## config.mk

```make
export PLATFORM = sky130hd
export DESIGN_NAME = pwm_dac_array
export DESIGN_NICKNAME = d
export VERILOG_FILES = /design/src/rtl/pwm_dac_pkg.sv /design/src/rtl/pwm_dac_seq.sv /design/src/rtl/pwm_dac_regs.sv /design/src/rtl/pwm_dac_chan.sv /design/src/rtl/pwm_dac_array.sv
export SDC_FILE = /design/constraint.sdc
export NUM_CORES = 1
export LEC_CHECK = 0
export BUFFER_PORTS_ARGS = -buffer_cell sky130_fd_sc_hd__buf_4
export CAP_MARGIN = 10
export CORE_ASPECT_RATIO = 0.8
export CORE_UTILIZATION = 28
export CTS_BUF_LIST = sky130_fd_sc_hd__clkbuf_4 sky130_fd_sc_hd__clkbuf_8
export CTS_CLUSTER_DIAMETER = 200
export CTS_CLUSTER_SIZE = 28
export DETAILED_ROUTE_END_ITERATION = 7
export GPL_ROUTABILITY_DRIVEN = 0
export PLACE_DENSITY = 0.53
export RECOVER_POWER = 50
export SKIP_CTS_REPAIR_TIMING = 1
export SYNTH_ARGS = -nofsm -noshare
export SYNTH_HDL_FRONTEND = slang
export SYNTH_SLANG_ARGS = --single-unit
```

## constraint.sdc

```tcl
create_clock -name clk -period 3.1 [get_ports clk]
set_input_delay 0.775 -clock clk [delete_from_list [all_inputs] [get_ports clk]]
set_output_delay 0.775 -clock clk [all_outputs]
set_load 0.02 [all_outputs]
```

## src/rtl/pwm_dac_pkg.sv

```systemverilog
package pwm_dac_pkg;

    // Period sequencer states
    typedef enum logic [0:0] {
        SEQ_RUN  = 1'b0,   // counting inside the period
        SEQ_LAST = 1'b1    // final clock of the period; commit on exit
    } seq_state_e;

endpackage

```

## src/rtl/pwm_dac_seq.sv

```systemverilog
module pwm_dac_seq
    import pwm_dac_pkg::*;
#(
    parameter int LONG_LEN  = 256,
    parameter int SHORT_LEN = 253,
    parameter int CW        = 8
) (
    input  logic          clk,
    input  logic          rst_n,
    input  logic          short_mode,
    output logic [CW-1:0] cnt_q,
    output logic          commit
);

    seq_state_e    state_q, state_d;
    logic [CW-1:0] cnt_d;
    logic [CW-1:0] last_pos;

    assign last_pos = short_mode ? CW'(SHORT_LEN - 1) : CW'(LONG_LEN - 1);

    // State register
    always_ff @(posedge clk or negedge rst_n) begin
        if (!rst_n) begin
            state_q <= SEQ_RUN;
            cnt_q   <= '0;
        end else begin
            state_q <= state_d;
            cnt_q   <= cnt_d;
        end
    end

    // Next-state logic
    always_comb begin
        state_d = state_q;
        unique case (state_q)
            SEQ_RUN: begin
                if (cnt_q == CW'(last_pos - 1'b1)) begin
                    state_d = SEQ_LAST;
                end
            end
            SEQ_LAST: begin
                state_d = SEQ_RUN;
            end
            default: state_d = SEQ_RUN;
        endcase
    end

    // Output logic
    always_comb begin
        commit = 1'b0;
        cnt_d  = CW'(cnt_q + 1'b1);
        unique case (state_q)
            SEQ_RUN: begin
                commit = 1'b0;
                cnt_d  = CW'(cnt_q + 1'b1);
            end
            SEQ_LAST: begin
                commit = 1'b1;
                cnt_d  = '0;
            end
            default: begin
                commit = 1'b0;
                cnt_d  = '0;
            end
        endcase
    end

endmodule

```

## src/rtl/pwm_dac_regs.sv

```systemverilog
module pwm_dac_regs #(
    parameter int          CH_NUM   = 14,
    parameter int          DW       = 8,
    parameter int          AW       = 4,
    parameter int unsigned RST_CODE = 'h80
) (
    input  logic                 clk,
    input  logic                 rst_n,
    input  logic [AW-1:0]        reg_addr,
    input  logic [DW-1:0]        reg_wdata,
    input  logic                 reg_we,
    output logic [DW-1:0]        reg_rdata,
    input  logic                 commit,
    output logic [CH_NUM*DW-1:0] duty_act_flat,
    output logic                 short_act
);

    localparam logic [AW-1:0] CTRL_ADDR = AW'(CH_NUM);

    logic [DW-1:0] shd_q [CH_NUM];
    logic [DW-1:0] act_q [CH_NUM];
    logic          ctrl_shd_q;

    // Per-channel shadow and active copies
    for (genvar g = 0; g < CH_NUM; g++) begin : g_chan_reg
        always_ff @(posedge clk or negedge rst_n) begin
            if (!rst_n) begin
                shd_q[g] <= DW'(RST_CODE);
            end else if (reg_we && (reg_addr == AW'(g))) begin
                shd_q[g] <= reg_wdata;
            end
        end

        always_ff @(posedge clk or negedge rst_n) begin
            if (!rst_n) begin
                act_q[g] <= DW'(RST_CODE);
            end else if (commit) begin
                act_q[g] <= shd_q[g];
            end
        end

        assign duty_act_flat[g*DW +: DW] = act_q[g];
    end

    // Control register: bit 0 selects the short period
    always_ff @(posedge clk or negedge rst_n) begin
        if (!rst_n) begin
            ctrl_shd_q <= 1'b0;
        end else if (reg_we && (reg_addr == CTRL_ADDR)) begin
            ctrl_shd_q <= reg_wdata[0];
        end
    end

    always_ff @(posedge clk or negedge rst_n) begin
        if (!rst_n) begin
            short_act <= 1'b0;
        end else if (commit) begin
            short_act <= ctrl_shd_q;
        end
    end

    // Read path returns shadow contents
    always_comb begin
        reg_rdata = '0;
        for (int i = 0; i < CH_NUM; i++) begin
            if (reg_addr == AW'(i)) begin
                reg_rdata = shd_q[i];
            end
        end
        if (reg_addr == CTRL_ADDR) begin
            reg_rdata = {{(DW-1){1'b0}}, ctrl_shd_q};
        end
    end

endmodule

```

## src/rtl/pwm_dac_chan.sv

```systemverilog
module pwm_dac_chan #(
    parameter int DW = 8,
    parameter int CW = 8
) (
    input  logic [CW-1:0] cnt,
    input  logic [DW-1:0] duty,
    output logic          lvl,
    output logic          pull_en
);

    assign lvl     = (32'(cnt) < 32'(duty));
    assign pull_en = ~lvl;

endmodule

```

## src/rtl/pwm_dac_array.sv

```systemverilog
module pwm_dac_array #(
    parameter int          CH_NUM    = 14,
    parameter int          DW        = 8,
    parameter int          AW        = 4,
    parameter int          LONG_LEN  = 256,
    parameter int          SHORT_LEN = 253,
    parameter int unsigned RST_CODE  = 'h80
) (
    input  logic              clk,
    input  logic              rst_n,
    input  logic [AW-1:0]     reg_addr,
    input  logic [DW-1:0]     reg_wdata,
    input  logic              reg_we,
    output logic [DW-1:0]     reg_rdata,
    output logic [CH_NUM-1:0] dac_lvl,
    output logic [CH_NUM-1:0] dac_pull_en
);

    localparam int CW = $clog2(LONG_LEN);

    logic [CW-1:0]        cnt_q;
    logic                 commit;
    logic                 short_act;
    logic [CH_NUM*DW-1:0] duty_act_flat;

    pwm_dac_seq #(
        .LONG_LEN (LONG_LEN),
        .SHORT_LEN(SHORT_LEN),
        .CW       (CW)
    ) seq_i (
        .clk       (clk),
        .rst_n     (rst_n),
        .short_mode(short_act),
        .cnt_q     (cnt_q),
        .commit    (commit)
    );

    pwm_dac_regs #(
        .CH_NUM  (CH_NUM),
        .DW      (DW),
        .AW      (AW),
        .RST_CODE(RST_CODE)
    ) regs_i (
        .clk          (clk),
        .rst_n        (rst_n),
        .reg_addr     (reg_addr),
        .reg_wdata    (reg_wdata),
        .reg_we       (reg_we),
        .reg_rdata    (reg_rdata),
        .commit       (commit),
        .duty_act_flat(duty_act_flat),
        .short_act    (short_act)
    );

    for (genvar g = 0; g < CH_NUM; g++) begin : g_chan
        pwm_dac_chan #(
            .DW(DW),
            .CW(CW)
        ) chan_i (
            .cnt    (cnt_q),
            .duty   (duty_act_flat[g*DW +: DW]),
            .lvl    (dac_lvl[g]),
            .pull_en(dac_pull_en[g])
        );
    end

endmodule

```

=== Yosys cells after proc, flatten, opt, wreduce, memory -nomap -nowiden ===
Index checks and enable logic that the tools add are counted.

* Add/subtract/negate cells: 2
* Order comparisons: 14
* Equality and inequality tests: 15
* Mux-type cells: 20
* Bitwise operators: 15
* Reductions and logical operators: 16

{| class="wikitable"
|+ Operators with widths
! kind !! number
|-
| $mux 8 || 15
|-
| $lt 8x8->1 || 14
|-
| $eq 4x4->1 const B || 7
|-
| $eq 4x3->1 const B || 4
|-
| $pmux 8 s2 || 1
|-
| $logic_and 1x1->1 || 15
|-
| $not 1->1 || 15
|-
| $add 8x1->8 const B || 1
|-
| $eq 4x2->1 const B || 2
|-
| $eq 8x8->1 || 1
|-
| $sub 8x1->8 const B || 1
|-
| $eq 4x1->1 const B || 1
|-
| $logic_not 4->1 || 1
|-
| $pmux 1 s2 || 2
|-
| $mux 2 || 1
|-
| $mux 1 || 1
|}

* Bits in registers: 235
* Input port bits: 15
* Output and inout port bits: 36
* Logic and storage cells: 114

=== Longest topological paths before layout ===
* Depth in word-level cells: 16
* Gate-level depth with buffers: 8
* Gate-level depth less buffers: 6

=== Cells and area by module ===
From an unflattened synthesis, not the netlist that was laid out.

* Cell total of the unflattened synthesis: 1,075
* Area total of the unflattened synthesis: 12,921.1 sq um

{| class="wikitable"
|+ By module, submodules not included
! module !! times used !! cells an instance !! area an instance (sq um)
|-
| pwm_dac_regs || 1 || 685 || 9,869.5
|-
| pwm_dac_chan || 14 || 25 || 188.9
|-
| pwm_dac_seq || 1 || 40 || 406.6
|}

=== Least setup slack after synthesis ===
Ideal clock, no wire load.

* Path type: in2out
* Start point: input port reg_addr[3]
* End point: output port reg_rdata[2]
* Arrival: 2.188 ns
* Required time: 2.325 ns
* Path slack: 0.137 ns
* Stages: 6
* Path buffers: 1
* Path through: buf_2 > nor2_2 > o21ai_1 > o22ai_1 > a2111oi_2 > a311oi_1

* Longest elaborated chain between the ends: 16
* Elaborated cells between the ends (all ways): 30
* Those cells by class: eq/ne: 14; mux: 15; reduce/logical: 1

{| class="wikitable"
|+ RTL lines
! what !! RTL line !! RTL
|-
| from (decl) || pwm_dac_array.sv:11 || <nowiki>input logic [AW-1:0] reg_addr,</nowiki>
|-
| $logic_not 4->1 || pwm_dac_regs.sv:66 || <nowiki>if (reg_addr == AW'(i)) begin</nowiki>
|-
| $mux 8 (14 in series) || pwm_dac_regs.sv:66 ||
|-
| $mux 8 * || pwm_dac_regs.sv:70 || <nowiki>if (reg_addr == CTRL_ADDR) begin</nowiki>
|-
| to (decl) || pwm_dac_array.sv:14 || <nowiki>output logic [DW-1:0] reg_rdata,</nowiki>
|}

Mark *: on every way between the ends. The rest lies on a longest branch, timed or not.

=== Worst setup path in the final report ===
* Start point: input port reg_addr[1]
* End point: output port reg_rdata[3]

Same word-level chain as after synthesis.

==> run_results.csv <==
group,metric,value,unit
clock_network,cts_buffers,12,
detailed_routing,drtAntennaViolNets,0,
pwr,switching_power,1.868,mW
clock_network,clock-sinks,235,
yosys,synthAdderAreaFrac,9.569,%
pwr,powerDensity,397.8,mW/mm²
sta,maxSlewViolCount,64,
job,drv_cap,1,
yosys,synth_mux_area_share,12.68,%
yosys,synth_area_leaders,"dfrtp_1, ha_1, mux2_1",
yosys,syn_nets,1337,
sta,whs,520.0,ps
yosys,synth.cell_area,0.01294,mm²
cells_and_area,drive_gt1_share,26.37,%
sta,min_period_over_period,105.0,%
worst_setup_path,cp-start-kind,"primary input",
yosys,synth-seq-cells,235,
clock_network,clkLatencyLatePin,550,ps
yosys,synth_area_per_cell,10.58,µm²
worst_setup_path,critPathMaxFanout,8,
pwr,switching_share,30.03,%
status,violations,"DRC, capacitance limit, slew limit, setup timing",
detailed_routing,drc,2,
worst_setup_path,max_stage_delay,300,ps
sta,timing.fmax,307.1,MHz
clock_network,clk_pin_slew_worst_paths,160,ps
cells_and_area,areaGrowthSynthToFinish,20.80,%
sta,rsz0062_at_grt,"true",
global_routing,track_usage,15.52,%
floorplan,dieArea,0.04710,mm²
worst_setup_path,crit_top_cell,"buf_4",
yosys,ys_types,75,
pwr,ir_drop,0.0002396,V
placed_design,dp_hpwl,27.20,mm
sta,final-setup-viol-count,22,
global_routing,antenna_found_initial,0,
detailed_routing,finalWirelength,38.11,mm
floorplan,dieWidth,242.4,µm
worst_setup_path,path_class,"in2out",
cells_and_area,nNetsFinal,1425,
floorplan,io_pins,51,
global_routing,grt_max_degree,86,
detailed_routing,drt_iter0_markers,741,
sta,final_hold_viol_count,0,
yosys,async_flop_share,100.0,%
yosys,synth-simple-area-share,10.84,%
pwr,clkPwrFrac,23.3,%
yosys,netlist_instances,1223,
pwr,seqPwrFrac,62.2,%
pwr,combPwrFrac,14.5,%
pwr,power.leakage,6.523,nW
worst_setup_path,required,2320,ps
status,status,"complete, but fails checks",
yosys,synth_most_common_cell,"dfrtp_1",
yosys,synth_ff_type,"dfrtp_1",
floorplan,placementRows,70,
global_routing,overflow,0,
min_path,hp-class,"reg2reg",
yosys,synth_compound_area_share,13.49,%
floorplan,die_h,194.3,µm
yosys,synth_top_area_cell,"dfrtp_1",
clock_network,cts_root_buf,"clkbuf_8",
detailed_routing,drtPass1Iterations,7,
yosys,synth_top_area_share,40.02,%
sta,clock_skew,34.14,ps
yosys,seq_area_frac_synth,45.70,%
pwr,internal-power,4.353,mW
worst_setup_path,worstPathArrival,2480,ps
clock_network,htree_levels,1,
worst_setup_path,rrSetupSlack,1340,ps
floorplan,start_util,28.37,%
clock_network,cts_tree,"built",
worst_setup_path,slowest_stage,"a32oi_2",
sta,maxSlewHeadroom,-7.655,%
global_routing,grt_pass1_wl,56.79,mm
yosys,synth_top_family_by_area,"compound AO/OA/AOI/OAI gates",
detailed_routing,wl_per_cell,19.76,µm
yosys,synth_edf_count,0,
yosys,synth-xor-area-share,0.2706,%
detailed_routing,viasPerCell,4.931,
worst_setup_path,cp_cell_sequence,"buf_4 -> buf_6 -> buf_12 -> nand2_4 -> buf_4 -> o32a_1 -> o22ai_1 -> nand2_1 -> a32oi_2 -> buf_4 -> buf_4",
placed_design,pre_cts_ws,-256.8,ps
yosys,yosysWarnings,0,
sta,fin_ws,-156.0,ps
cells_and_area,instances_no_fill,1929,
detailed_routing,vias,9511,
yosys,synthTopCellsByCount,"dfrtp_1, nand2_1, o21ai_0",
global_routing,grt_pass1_vias,9281,
placed_design,dp_cells,1894,
cells_and_area,final_util,34.27,%
worst_setup_path,endpoint_kind,"output pin",
floorplan,fp.coreArea,0.04563,mm²
sta,tightestPinTransition,1615,ps
placed_design,portBuffers,50,
clock_network,cts_buffer_depth,3,
sta,timing.final.crit_period,3256,ps
-- cell families (layout without fill, tap and decap cells) --
kind of cell             after synthesis  in the layout
AO/OA/AOI/OAI                        276            276
XOR/XNOR                               4              4
adder cells (fa/ha/maj)               99             99
buffers and inverters                191            284
flip-flops                           235            235
multiplexers                         145            145
other                                  0              1
AND/OR/NAND/NOR                      273            273
-- worst paths after layout --
check	startpoint	endpoint	cells after the start
min in group asynchronous	rst_n	seq_i.cnt_q[4]	1
max	reg_addr[1]	reg_rdata[3]	11
max in group asynchronous	rst_n	regs_i.duty_act_flat[57]	2
min reg2reg	regs_i.duty_act_flat[79]	regs_i.duty_act_flat[79]	2
min	regs_i.duty_act_flat[79]	regs_i.duty_act_flat[79]	2
max reg2reg	seq_i.cnt_q[4]	seq_i.state_q	6
-- cell usage in the layout, fill, tap and decap left out, types with 6 or more instances in the layout --
master / instances
dfrtp_1: 205
nand2_1: 138
buf_4: 121
o21ai_0: 115
mux2_1: 109
inv_1: 100
ha_1: 72
a21oi_1: 29
dfstp_2: 28
nor2_1: 26
o21ai_1: 23
mux2_2: 23
buf_6: 20
nor2b_1: 19
nand2b_1: 18
ha_4: 18
o21a_1: 16
nor2b_4: 15
a221o_1: 15
a2111oi_4: 14
clkbuf_8: 13
a221oi_2: 12
buf_12: 12
mux2i_1: 11
o22ai_1: 9
nand3_1: 9
ha_2: 9
nor2_2: 6
-- through the flow --
step / instance area, µm² / total power, mW / TNS, ps
after floorplan: 12940 / 4.209 / 0
after global placement: 14380 / 4.760 / -947.6
after detailed placement: 14380 / 4.776 / -873.1
after CTS: 14620 / 6.220 / -7628
after global routing: 15640 / 6.472 / -15420
final: 15640 / 6.221 / -1320
-- flip-flops by register name (all words and copies together) (netlist names) --
signal	flops
seq_i.cnt_q	8
regs_i.shd_q	112
regs_i.ctrl_shd_q	1
regs_i.short_act	1
regs_i.duty_act_flat	112
seq_i.state_q	1
-- final cells by class --
class / instances / area, µm²
Antenna cell: 1 / 2.502
Clock buffer: 18 / 216.5
Clock inverter: 1 / 20.02
Fill cell: 4570 / 29990
Inverter: 104 / 392.9
Multi-Input combinational cell: 797 / 6865
Sequential cell: 235 / 5921
Tap cell: 612 / 765.7
Timing Repair Buffer: 161 / 1454
-- power by group through the flow --
stage / clock network [mW] / registers (mW) / logic (mW)
floorplan: 0 / 3.67 / 0.541
CTS: 1.50 / 3.86 / 0.859
finish: 1.45 / 3.87 / 0.904
global route: 1.58 / 3.91 / 0.985
global placement: 0 / 3.92 / 0.842
detailed placement: 0 / 3.92 / 0.855
-- routing by layer --
layer	GRT usage (%)	vias to the layer above	routed length (µm)
li1	-	4434	-
met1	24.76	4871	19740
met2	22.75	180	16370
met3	1.795	26	1550
met4	1.664	0	454
met5	0	-	0
-- critical path: cells and delay by family --
family	cells	cell delay [ps]
buffers and inverters	6	830
AO/OA/AOI/OAI	3	720
AND/OR/NAND/NOR	2	150
(Power assumes the default switching activity.)
